**config.mk**
```make
export PLATFORM = sky130hd
export DESIGN_NAME = map_arbiter
export DESIGN_NICKNAME = d
export VERILOG_FILES = /design/src/rtl/map_arbiter.sv
export SDC_FILE = /design/constraint.sdc
export NUM_CORES = 1
export LEC_CHECK = 0
export BUFFER_PORTS_ARGS = -buffer_cell sky130_fd_sc_hd__buf_2
export CORE_UTILIZATION = 59
export DETAILED_ROUTE_END_ITERATION = 10
export HOLD_SLACK_MARGIN = 0.06
export PLACE_DENSITY = 0.8
export SLEW_MARGIN = 10
export SYNTH_ARGS = -nofsm -noshare
export SYNTH_HDL_FRONTEND = slang
export SYNTH_SLANG_ARGS = --single-unit
```
**constraint.sdc**
```tcl
create_clock -name clk -period 4.3 [get_ports clk]
set_input_delay 0.215 -clock clk [delete_from_list [all_inputs] [get_ports clk]]
set_output_delay 0.215 -clock clk [all_outputs]
set_load 0.02 [all_outputs]
```
**src/rtl/map_arbiter.sv**
```systemverilog
module map_arbiter #(
  parameter int CORE_W  = 6,
  parameter int ADDR_W  = 16,
  parameter int LEN_W   = 8,
  parameter int QDEPTH  = 4,
  parameter int SEQ_LAT = 6
) (
  input  logic              clk,
  input  logic              rst_n,
  input  logic              msg_in_valid,
  input  logic [1:0]        msg_in_kind,
  input  logic [CORE_W-1:0] msg_in_core,
  input  logic [ADDR_W-1:0] msg_in_addr,
  input  logic [LEN_W-1:0]  msg_in_len,
  output logic              msg_out_valid,
  output logic [1:0]        msg_out_kind,
  output logic [CORE_W-1:0] msg_out_core,
  output logic              blk_valid,
  output logic [CORE_W-1:0] blk_core,
  input  logic              path_resp_valid,
  input  logic              path_resp_ok,
  output logic [1:0]        sw_sel,
  output logic              seq_start,
  output logic              seq_write,
  output logic [ADDR_W-1:0] seq_addr,
  output logic [LEN_W-1:0]  seq_len,
  input  logic              seq_done
);
  localparam int QPTR_W = (QDEPTH > 1) ? $clog2(QDEPTH) : 1;
  localparam int QCNT_W = $clog2(QDEPTH + 1);
  localparam int CNT_W  = LEN_W + $clog2(SEQ_LAT + 1) + 1;
  localparam logic [CNT_W-1:0]  LAT_C = CNT_W'(SEQ_LAT);
  localparam logic [QCNT_W-1:0] QFULL = QCNT_W'(QDEPTH);

  localparam logic [1:0] IN_RD = 2'b00, IN_WR = 2'b01, IN_TD = 2'b10;
  localparam logic [1:0] OUT_SETUP = 2'b01, OUT_ACK = 2'b10, OUT_TEAR = 2'b11;

  typedef enum logic [3:0] {
    S_IDLE, S_RPREP, S_RSETUP, S_RWAIT, S_RISSUE, S_RRUN,
    S_WISSUE, S_WCMD, S_WACK, S_WDATA
  } st_t;

  st_t st_q;
  logic [CORE_W-1:0] cur_core;
  logic [ADDR_W-1:0] cur_addr;
  logic [LEN_W-1:0]  cur_len;
  logic              cur_wr;
  logic [CNT_W-1:0]  cnt_q;

  logic [CORE_W-1:0] q_core [QDEPTH];
  logic [ADDR_W-1:0] q_addr [QDEPTH];
  logic [LEN_W-1:0]  q_len  [QDEPTH];
  logic [QPTR_W-1:0] rd_ptr, wr_ptr;
  logic [QCNT_W-1:0] q_cnt;

  wire q_full  = (q_cnt == QFULL);
  wire q_empty = (q_cnt == '0);
  wire in_rd   = msg_in_valid && msg_in_kind == IN_RD;
  wire in_wr   = msg_in_valid && msg_in_kind == IN_WR;
  wire in_td   = msg_in_valid && msg_in_kind == IN_TD;
  wire push    = in_rd && !q_full;
  wire pop     = (st_q == S_IDLE) && !q_empty;
  wire wr_take = in_wr && (st_q == S_IDLE) && q_empty;
  wire [CNT_W-1:0] rd_end = LAT_C + CNT_W'(cur_len);
  wire rd_last = (st_q == S_RRUN) && (cnt_q == rd_end);

  assign blk_valid = (in_rd && q_full) || (in_wr && !wr_take);
  assign blk_core  = msg_in_core;

  always_comb begin
    case (st_q)
      S_RPREP, S_WISSUE, S_WCMD:         sw_sel = 2'b01;
      S_RSETUP, S_RWAIT, S_RISSUE, S_RRUN: sw_sel = 2'b10;
      S_WACK, S_WDATA:                   sw_sel = 2'b11;
      default:                           sw_sel = 2'b00;
    endcase
  end

  assign msg_out_valid = (st_q == S_RSETUP) || (st_q == S_WACK) || rd_last;
  assign msg_out_kind  = (st_q == S_RSETUP) ? OUT_SETUP :
                         (st_q == S_WACK)   ? OUT_ACK   : OUT_TEAR;
  assign msg_out_core  = cur_core;

  assign seq_start = (st_q == S_RISSUE) || (st_q == S_WISSUE);
  assign seq_write = cur_wr;
  assign seq_addr  = cur_addr;
  assign seq_len   = cur_len;

  function automatic logic [QPTR_W-1:0] nxt(input logic [QPTR_W-1:0] p);
    return (p == QPTR_W'(QDEPTH - 1)) ? '0 : p + 1'b1;
  endfunction

  always_ff @(posedge clk) begin
    if (!rst_n) begin
      rd_ptr <= '0;
      wr_ptr <= '0;
      q_cnt  <= '0;
    end else begin
      if (push) wr_ptr <= nxt(wr_ptr);
      if (pop)  rd_ptr <= nxt(rd_ptr);
      q_cnt <= q_cnt + QCNT_W'(push) - QCNT_W'(pop);
    end
  end

  always_ff @(posedge clk) begin
    if (push) begin
      q_core[wr_ptr] <= msg_in_core;
      q_addr[wr_ptr] <= msg_in_addr;
      q_len[wr_ptr]  <= msg_in_len;
    end
  end

  always_ff @(posedge clk) begin
    if (!rst_n) begin
      st_q     <= S_IDLE;
      cur_core <= '0;
      cur_addr <= '0;
      cur_len  <= '0;
      cur_wr   <= 1'b0;
      cnt_q    <= '0;
    end else begin
      case (st_q)
        S_IDLE: begin
          if (pop) begin
            cur_core <= q_core[rd_ptr];
            cur_addr <= q_addr[rd_ptr];
            cur_len  <= q_len[rd_ptr];
            cur_wr   <= 1'b0;
            st_q     <= S_RPREP;
          end else if (wr_take) begin
            cur_core <= msg_in_core;
            cur_addr <= msg_in_addr;
            cur_len  <= msg_in_len;
            cur_wr   <= 1'b1;
            st_q     <= S_WISSUE;
          end
        end
        S_RPREP:  st_q <= S_RSETUP;
        S_RSETUP: st_q <= S_RWAIT;
        S_RWAIT: begin
          if (path_resp_valid) st_q <= path_resp_ok ? S_RISSUE : S_RSETUP;
        end
        S_RISSUE: begin
          cnt_q <= CNT_W'(1);
          st_q  <= S_RRUN;
        end
        S_RRUN: begin
          if (rd_last) st_q <= S_IDLE;
          else         cnt_q <= cnt_q + 1'b1;
        end
        S_WISSUE: st_q <= S_WCMD;
        S_WCMD:   if (seq_done) st_q <= S_WACK;
        S_WACK:   st_q <= S_WDATA;
        S_WDATA:  if (in_td && msg_in_core == cur_core) st_q <= S_IDLE;
        default:  st_q <= S_IDLE;
      endcase
    end
  end

  a_r2_no_overflow: assert property (@(posedge clk) disable iff (!rst_n)
    q_cnt <= QFULL);

  a_r3_full_blocks: assert property (@(posedge clk) disable iff (!rst_n)
    (in_rd && q_full) |-> (blk_valid && blk_core == msg_in_core));

  a_r4_busy_write_blocks: assert property (@(posedge clk) disable iff (!rst_n)
    (in_wr && sw_sel != 2'b00) |-> blk_valid);

  a_r5_route_order: assert property (@(posedge clk) disable iff (!rst_n)
    (sw_sel == 2'b10) |-> ($past(sw_sel) != 2'b00));

  a_r6_start_after_accept: assert property (@(posedge clk) disable iff (!rst_n)
    (seq_start && !seq_write) |-> $past(path_resp_valid && path_resp_ok));

  a_r7_teardown_on_return_path: assert property (@(posedge clk) disable iff (!rst_n)
    (msg_out_valid && msg_out_kind == OUT_TEAR) |-> (sw_sel == 2'b10 && $past(sw_sel) == 2'b10));

  a_r8_ack_after_commands: assert property (@(posedge clk) disable iff (!rst_n)
    (msg_out_valid && msg_out_kind == OUT_ACK) |-> (sw_sel == 2'b11 && $past(sw_sel) == 2'b01 && $past(seq_done)));

  a_r10_idle_gap: assert property (@(posedge clk) disable iff (!rst_n)
    (($past(sw_sel) != 2'b00) && sw_sel == 2'b01) |-> ($past(sw_sel) == 2'b01));
endmodule

```
# Word level (Yosys, flattened, before mapping)
# Memory sizes are Yosys's and may differ from the RTL's. A register that Yosys moved wholly into a read port is not among the register bits.
# Index checks and enable logic that the tools add are counted.
[op_classes]
n_addsub = 6
n_eq_ne = 22
mux = 32
n_reduce_logical = 26
[op_table]
columns = ["op", "count"]
rows = [
  ["case mux 4 bit (10 select lines)", 1],
  ["2-to-1 mux 16 bit", 2],
  ["2-to-1 mux 4 bit", 8],
  ["case mux 12 bit (2 select lines)", 1],
  ["2-to-1 mux 2 bit", 9],
  ["equality test 4 x 3 -> 1 bit (second input constant)", 4],
  ["2-to-1 mux 8 bit", 2],
  ["adder 12 x 1 -> 12 bit (second input constant)", 1],
  ["equality test 12 x 9 -> 1 bit", 1],
  ["2-to-1 mux 12 bit", 1],
  ["2-to-1 mux 6 bit", 2],
  ["logical AND 1 bit", 11],
  ["!= test 2 bit (second input constant)", 5],
  ["adder 3 x 8 -> 9 bit (first input constant)", 1],
  ["equality test 4 x 2 -> 1 bit (second input constant)", 2],
  ["equality test 4 bit (second input constant)", 2],
  ["equality test 2 bit (second input constant)", 3],
  ["equality test 6 bit", 1],
  ["2-to-1 mux 1 bit", 5],
  ["AND reduction 5 bit", 1],
  ["adder 2 x 1 -> 2 bit (second input constant)", 2],
  ["equality test 4 x 1 -> 1 bit (second input constant)", 1],
  ["zero test 4 bit", 1],
  ["logical OR 1 bit", 4],
  ["other kinds (11)", 15],
]
[totals]
regBits = 54
ram_bits = 120
romBits = 32
in_bits = 38
out_inout_bits = 44
n_memories = 4
[mem_list]
columns = ["memory", "depth", "width", "rd", "rd_clocked_by_memory_dff", "wr", "line", "rtl"]
rows = [
  ["q_addr", 4, 16, 1, 1, 1, "51", "logic [ADDR_W-1:0] q_addr [QDEPTH];"],
  ["(no name shown)", 16, 2, 1, 1, 0, "71", "case (st_q)"],
  ["q_len", 4, 8, 1, 1, 1, "52", "logic [LEN_W-1:0] q_len [QDEPTH];"],
  ["q_core", 4, 6, 1, 1, 1, "50", "logic [CORE_W-1:0] q_core [QDEPTH];"],
]

# Longest topological paths before layout
# Gate-level depths: netlist of run 1.
[depth]
word_depth = 9
ltp_mapped = 14
depth_no_buf = 11

# Worst setup path after synthesis of run 1
# OpenSTA, ideal clock, no wires.
[synth_timing]
path_kind = "register to register"
startpoint = "reg cur_len[1] (netlist: seq_len[1])"
endpoint = "reg sw_sel[1] (netlist name)"
setup_ns = 0.121
t_arrival_ns = 3.121
t_required_ns = 4.179
slack_ns = 1.059
stages_incl_launch_ff = 12
n_path_buf = 2
synth_period_minus_slack_ns = 3.241
cell_sequence = "dfxtp_1 clkbuf_1 inv_1 ha_1 clkbuf_2 or3_1 a221o_1 a2111oi_4 a311oi_1 o31ai_4 ha_1 mux2_2"
[synth_via]
elab_chain_cells = 7
[synth_lines]
columns = ["element", "line", "rtl"]
rows = [
  ["start, declared", "46", "logic [LEN_W-1:0] cur_len;"],
  ["start signal, assigned", "127", "cur_len <= q_len[rd_ptr];"],
  ["start signal, assigned", "133", "cur_len <= msg_in_len;"],
  ["adder 3 x 8 -> 9 bit", "64", "wire [CNT_W-1:0] rd_end = LAT_C + CNT_W'(cur_len);"],
  ["equality test 12 x 9 -> 1 bit", "65", "wire rd_last = (st_q == S_RRUN) && (cnt_q == rd_end);"],
  ["logical AND 1 bit", "65", ""],
  ["!= test 2 bit (no line)", "-", ""],
  ["AND reduction 5 bit (no line)", "-", ""],
  ["2-to-1 mux 4 bit (no line) (2 in a row)", "-", ""],
]
# No other way between the ends.
# A chain may end at the register's enable or synchronous reset.

# Worst setup path after layout of run 1
[layout_timing]
startpoint = "reg cur_len[1] (netlist: seq_len[1])"
endpoint = "out msg_out_valid"
[layout_via]
elab_chain_cells = 4
[layout_lines]
columns = ["element", "line", "rtl"]
rows = [
  ["adder 3 x 8 -> 9 bit", "64", ""],
  ["equality test 12 x 9 -> 1 bit", "65", ""],
  ["logical AND 1 bit", "65", ""],
  ["logical OR 1 bit", "79", "assign msg_out_valid = (st_q == S_RSETUP) || (st_q == S_WACK) || rd_last;"],
  ["end, declared", "15", "output logic msg_out_valid,"],
]
# No other way between the ends.

==> results of run 1 <==
## path summary, 6_finish.rpt
kind	end
worst max register to register	sw_sel[1]
worst min register to register	seq_addr[13]
worst min-delay path	q_core[3][5]
worst max-delay path	msg_out_valid
## through the flow
stage | setup slack (ns) | cell area [µm²] | total power [mW]
after global placement | 1.21 | 8270 | 4.09
after CTS | 0.795 | 9160 | 5.74
after global routing | 0.577 | 9160 | 6.01
after detailed placement | 1.10 | 8270 | 4.17
final | 0.782 | 9160 | 5.72
after floorplan | 1.06 | 7750 | 3.67
## flip-flops by register name (all words and copies together), names as in the netlist, 4 cells and up, named ones only
name / cells
q_addr: 64
cnt_q: 12
seq_len: 8
seq_addr: 16
msg_out_core: 6
q_core: 24
q_len: 32
st_q: 4
## kinds of logic (layout without fill, tap and decap cells)
kind of cell,Yosys count,after routing,share of synthesized area
AND/OR/NAND/NOR,137,137,0.0913
buffers and inverters,52,166,0.0297
AO/OA/AOI/OAI,77,77,0.0845
XOR/XNOR,26,26,0.0294
adder cells (fa/ha/maj),11,11,0.0187
flip-flops,178,178,0.615
multiplexers,64,64,0.131
## repair_timing
| item | 4_1_cts | 5_1_grt |
|---|---|---|
| hold buffers | 29 | 0 |
| resized for setup | 0 | 0 |
| hold endpoints to repair | 116 | 0 |
## layout make-up
| type | count | area (µm²) | area share |
|---|---|---|---|
| Clock buffer | 19 | 453 | 0.0495 |
| Inverter | 15 | 56.3 | 0.00615 |
| Multi-Input combinational cell | 315 | 2760 | 0.302 |
| Clock inverter | 13 | 144 | 0.0157 |
| Tap cell | 172 | 215 | 0.0235 |
| Timing Repair Buffer | 119 | 763 | 0.0833 |
| Sequential cell | 178 | 4770 | 0.520 |
## cells in the final DEF, fill, tap and decap left out, types with 9 or more instances in the layout
master         Yosys  layout
edfxtp_1         120     120
buf_2              3      81
dfxtp_1           58      57
nand2_1           42      42
mux2i_1           33      33
o211a_1           31      31
mux4_2            30      30
dlygate4sd3_1      0      29
nor2_1            20      19
clkbuf_16          0      17
inv_1             15      15
xor2_1            13      13
xnor2_1           13      13
and2_1            13      13
nand3_1           12      12
o21ai_0           11      11
nand4_1           10      10
ha_1              10      10
nor2b_1            9       9
a21oi_1            9       9
buf_4              6       9
## routing by layer
metal / wire length, µm / vias to the layer above
met1: 6500 / 2485
met3: 884 / 14
met2: 8690 / 168
met4: 167 / 0
met5: 0 / -
li1: - / 2271
## critical path: stages (launching register included)
cell	delay, ns
dfxtp_1	0.50
inv_1	0.08
ha_1	0.30
or3_1	0.35
a221o_1	0.37
a32oi_1	0.18
nand4_1	0.38
nor3b_1	0.32
a21oi_1	0.06
o21ai_0	0.14
buf_2	0.18
## power groups by stage
stage	clock, mW	sequential, mW	combinational [mW]
final	1.55	2.29	1.88
after CTS	1.57	2.29	1.88
after floorplan	0	2.38	1.29
after global routing	1.64	2.33	2.04
after global placement	0	2.31	1.78
after detailed placement	0	2.32	1.84
==> run_results.csv, run 1 <==
group,metric,value,unit
status,status,"finished clean",
final_layout,n_antenna_cell,0,
sta,finClkSkew,0.00964,ns
setup_path,critPathMaxFanout,10,
synth,synth.net_count,594,
setup_path,r2r_slack,1.08,ns
grt,globalRouteMet2Util,0.462,
grt,grt_overflow,0,
setup_path,reg2reg_depth,9,
grt,grt-busiest-layer,"met2",
power,p_leak,3.75,nW
synth,postSynthCellCount,545,
synth,yosysTopAreaCell,"edfxtp_1",
sta,tightest_slew,1.04,ns
clocking,cts_tree,"yes",
clocking,path_clk_slew,0.07,ns
hold_path,hp-start,"msg_in_core[5]",
floorplan,start_util,0.609,
detailed_routing,drc_errors,0,
setup_path,criticalPathCategory,"flop to output pin",
setup_path,worstPathArrival,3.30,ns
grt,antenna_found_initial,0,
floorplan,coreArea,12700,µm²
floorplan,die_area,13600,µm²
clocking,clockRootBuffer,"clkbuf_16",
synth,yosys_register_bits,178,
setup_path,cp-end-kind,"output pin",
detailed_routing,dr.pass1.iters,5,
placement,port_buffers,81,
power,netSwitchingPower,2.00,mW
placement,place_hpwl,9890,µm
final_layout,final_util,0.720,
floorplan,rows,41,
setup_path,startpoint_type,"flop",
sta,fin_hold_ws,0.0981,ns
placement,place_inst,770,
grt,met3_usage,0.0768,
synth,async_flop_share,0,
clocking,clock_path_buffers,2,
sta,rsz0062_at_grt,"no",
synth,synth.area.top_cells,"edfxtp_1 (47%), dfxtp_1 (15%), mux4_2 (8.7%), mux2i_1 (4.3%), o211a_1 (4.0%)",
sta,hold_viol,0,
clocking,cts_sinks,178,
detailed_routing,vias_per_cell,5.94,
detailed_routing,drt_iter0_drc,368,
clocking,cts_setup_buffers,0,
detailed_routing,ant_nets,0,
sta,post-route-period-util,0.818,
power,p_seq_frac,0.401,
synth,post-synth-top-count-cell,"edfxtp_1",
final_layout,layout.cells.non_filler,831,
power,p_int,3.72,mW
synth,synthTopCellsByCount,"edfxtp_1 (120), dfxtp_1 (58), nand2_1 (42)",
sta,min_period,3.52,ns
grt,grt_util_met1,0.307,
final_layout,drive_above_1_share,0.243,
placement,place.gp.congestion,0.895,
setup_path,timing.rr.start,"seq_len[1]",
clocking,cts_buffers,17,
detailed_routing,drt_wl_total,16200,µm
final_layout,area_growth,18.2,%
power,p_per_area,625,nW/µm²
synth,synth_edf_count,120,
grt,grt_pass1_vias,5031,
detailed_routing,wl_per_cell,19.6,µm
final_layout,fillCellCount,870,
floorplan,die_y,117,µm
hold_path,whs_path_depth,1,
synth,synth_area,7750,µm²
synth,synth-warning-count,0,
synth,yosysUniqueCellTypes,56,
synth,synth_top_area_frac,0.465,
sta,finalSetupViolCount,0,
synth,ys.flop_type,"edfxtp_1",
final_layout,fin_nets,695,
setup_path,worstPathRequired,4.09,ns
grt,track_usage,0.260,
detailed_routing,via_count,4938,
floorplan,die-width,117,µm
power,peakVddDrop,0.430,mV
floorplan,ios,82,
clocking,insertion_delay,0.43,ns
sta,max_slew_margin,0.308,
setup_path,worstSetupStartpoint,"seq_len[1]",
grt,grt_pass1_wl,25700,µm
sta,maxSlewViolCount,0,
flow_run,drv_cap,0,
power,p_sw_frac,0.350,
power,comb_power_share,0.329,
sta,fin_setup_tns,0,ns
hold_path,hp-class,"input port to flop",
sta,max_freq,284,MHz
grt,grt_max_degree,49,
synth,synth_area_per_cell,14.2,µm²
power,p_clk_frac,0.270,
synth,synth_seq_area_share,0.615,
clocking,htreeDepth,4,
Note: power is estimated with default switching activity, not from simulation.
==> run 2: changes to the inputs <==
ABC_AREA = 1   (was not set)
clock period = 3.6 ns   (was 4.3 ns; I/O delays follow)
==> run_results.csv, run 2 <==
group,metric,value,unit
final_layout,reg_top3,"q_addr: 64 flops, q_len: 32 flops, q_core: 24 flops",
floorplan,rows,41,
clocking,cts_setup_buffers,0,
flow_run,drv_cap,0,
sta,hold_viol,0,
detailed_routing,dr.pass1.iters,5,
setup_path,r2r_slack,1.09,ns
grt,grt_max_degree,61,
detailed_routing,vias_per_cell,5.59,
clocking,path_clk_slew,0.07,ns
power,p_seq_frac,0.400,
clocking,cts_resized,0,
synth,yosysUniqueCellTypes,41,
setup_path,criticalPathCategory,"flop to flop",
synth,yosysTopAreaCell,"edfxtp_1",
sta,min_period,2.51,ns
sta,rsz0062_at_grt,"no",
synth,synth_area_per_cell,9.76,µm²
final_layout,layout.cells.non_filler,1081,
power,comb_power_share,0.356,
synth,async_flop_share,0,
placement,place.gp.congestion,0.893,
sta,fin_setup_tns,0,ns
placement,port_buffers,81,
sta,post-route-period-util,0.696,
setup_path,worstPathRequired,3.93,ns
synth,ys.flop_type,"edfxtp_1",
synth,synth_seq_area_share,0.604,
synth,synth-warning-count,0,
sta,finalSetupViolCount,0,
synth,synth.net_count,857,
final_layout,fin_nets,945,
synth,synthTopCellsByCount,"nor2_1 (128), nand2_1 (126), edfxtp_1 (120)",
synth,yosys_register_bits,178,
final_layout,regMostFlops,"q_addr",
sta,tightest_slew,1.15,ns
clocking,cts_tree,"yes",
setup_path,worstPathArrival,2.83,ns
sta,maxSlewViolCount,0,
detailed_routing,drc_errors,0,
power,p_int,4.24,mW
clocking,cts_buffers,17,
clocking,htreeDepth,4,
final_layout,final_util,0.717,
sta,finClkSkew,0.00613,ns
floorplan,die_area,13800,µm²
floorplan,start_util,0.615,
setup_path,cp-end-kind,"flop",
final_layout,finish.instance_area,9190,µm²
floorplan,ios,82,
setup_path,startpoint_type,"flop",
grt,grt_pass1_vias,5770,
final_layout,layout_commonest_cell,"nand2_1",
clocking,hold_buffers,30,
final_layout,area_growth,16.6,%
hold_path,hp-class,"input port to flop",
grt,track_usage,0.262,
power,peakVddDrop,0.465,mV
synth,synth_top_area_frac,0.457,
floorplan,coreArea,12800,µm²
setup_path,critPathMaxFanout,5,
synth,post-synth-top-count-cell,"nor2_1",
grt,grt_overflow,0,
detailed_routing,wl_per_cell,16.0,µm
power,p_per_area,757,nW/µm²
synth,postSynthCellCount,808,
clocking,clock_path_buffers,2,
detailed_routing,drt_iter0_drc,560,
placement,place_hpwl,10100,µm
detailed_routing,drt_wl_total,17300,µm
sta,max_freq,399,MHz
final_layout,drive_above_1_share,0.158,
final_layout,n_antenna_cell,0,
placement,place_inst,1019,
clocking,insertion_delay,0.43,ns
final_layout,largest_reg_flops,64,
synth,synth_area,7880,µm²
power,p_leak,3.73,nW
clocking,cts_sinks,178,
floorplan,die-width,118,µm
power,p_clk_frac,0.244,
detailed_routing,ant_nets,0,
status,status,"finished clean",
floorplan,die_y,118,µm
power,p_sw_frac,0.391,
final_layout,final_cell_mix,"nand2_1 (126), nor2_1 (123), edfxtp_1 (120)",
sta,fin_hold_ws,0.300,ns
placement,placed_cell_area,8350,µm²
clocking,clockRootBuffer,"clkbuf_16",
power,netSwitchingPower,2.72,mW
grt,antenna_found_initial,0,
synth,synth_edf_count,120,
synth,synth.area.top_cells,"edfxtp_1 (46%), dfxtp_1 (15%), nor2_1 (6.1%), nand2_1 (6.0%), inv_1 (4.2%)",
grt,grt_pass1_wl,28300,µm
detailed_routing,via_count,6039,
sta,max_slew_margin,0.232,
==> run 2: layout make-up <==
type	instances	area, µm²
sequential	178	4770
timing repair buffer	114	728
clock buffer	19	443
multi-input combinational	491	2590
fill	926	3630
inverter	94	353
clock inverter	13	100
tap	172	215
==> run 2: metal layers <==
| layer | vias to the layer above | part of all wire | track usage |
|---|---|---|---|
| met3 | 26 | 0.060 | 0.0441 |
| li1 | 2925 | - | - |
| met2 | 226 | 0.49 | 0.435 |
| met1 | 2862 | 0.42 | 0.340 |
| met5 | - | 0 | 0 |
| met4 | 0 | 0.021 | 0.117 |
==> run 2: cells by family after synthesis <==
logic type,synth area share
compound gates,0.110
buf+inv,0.0724
fa+ha+maj,0.0184
simple gates,0.183
flops,0.604
xor+xnor,0.0122
==> run 2: power groups by stage <==
stage / Clock (mW) / Combinational [mW] / Sequential (mW)
final: 1.70 / 2.48 / 2.78
after global routing: 1.78 / 2.77 / 2.83
after CTS: 1.71 / 2.48 / 2.78
after detailed placement: 0 / 2.41 / 2.82
after global placement: 0 / 2.34 / 2.80
after floorplan: 0 / 1.66 / 2.91
==> run 2: per-stage QoR <==
stage	setup WS [ns]	power, mW
6_report	1.09	6.95
3_3_place_gp	1.28	5.13
3_5_place_dp	1.11	5.23
5_1_grt	0.821	7.38
2_1_floorplan	1.05	4.57
4_1_cts	1.09	6.97
==> run 2: worst paths after layout <==
kind / from / endpoint / cells past startpoint
setup / recovery: seq_len[1] / sw_sel[1] / 19
hold / removal: msg_in_kind[1] / wr_ptr[1] / 4
setup reg to reg: seq_len[1] / sw_sel[1] / 19
hold reg to reg: seq_addr[8] / seq_addr[8] / 2
==> run 2: worst max-delay path, stage by stage (launching register included) <==
cell and delay, ns:
dfxtp_1 0.42, inv_2 0.06, ha_1 0.31, inv_1 0.06
nand2_1 0.05, nand2_1 0.08, nand2_1 0.06, nor2_1 0.10
nand3_1 0.07, nor2_1 0.12, nand3_2 0.14, nand2_4 0.13
nand2_2 0.07, nand2_1 0.07, nand2_1 0.07, nor2_1 0.13
inv_1 0.06, ha_1 0.29, nand2_1 0.07, nand2_1 0.05
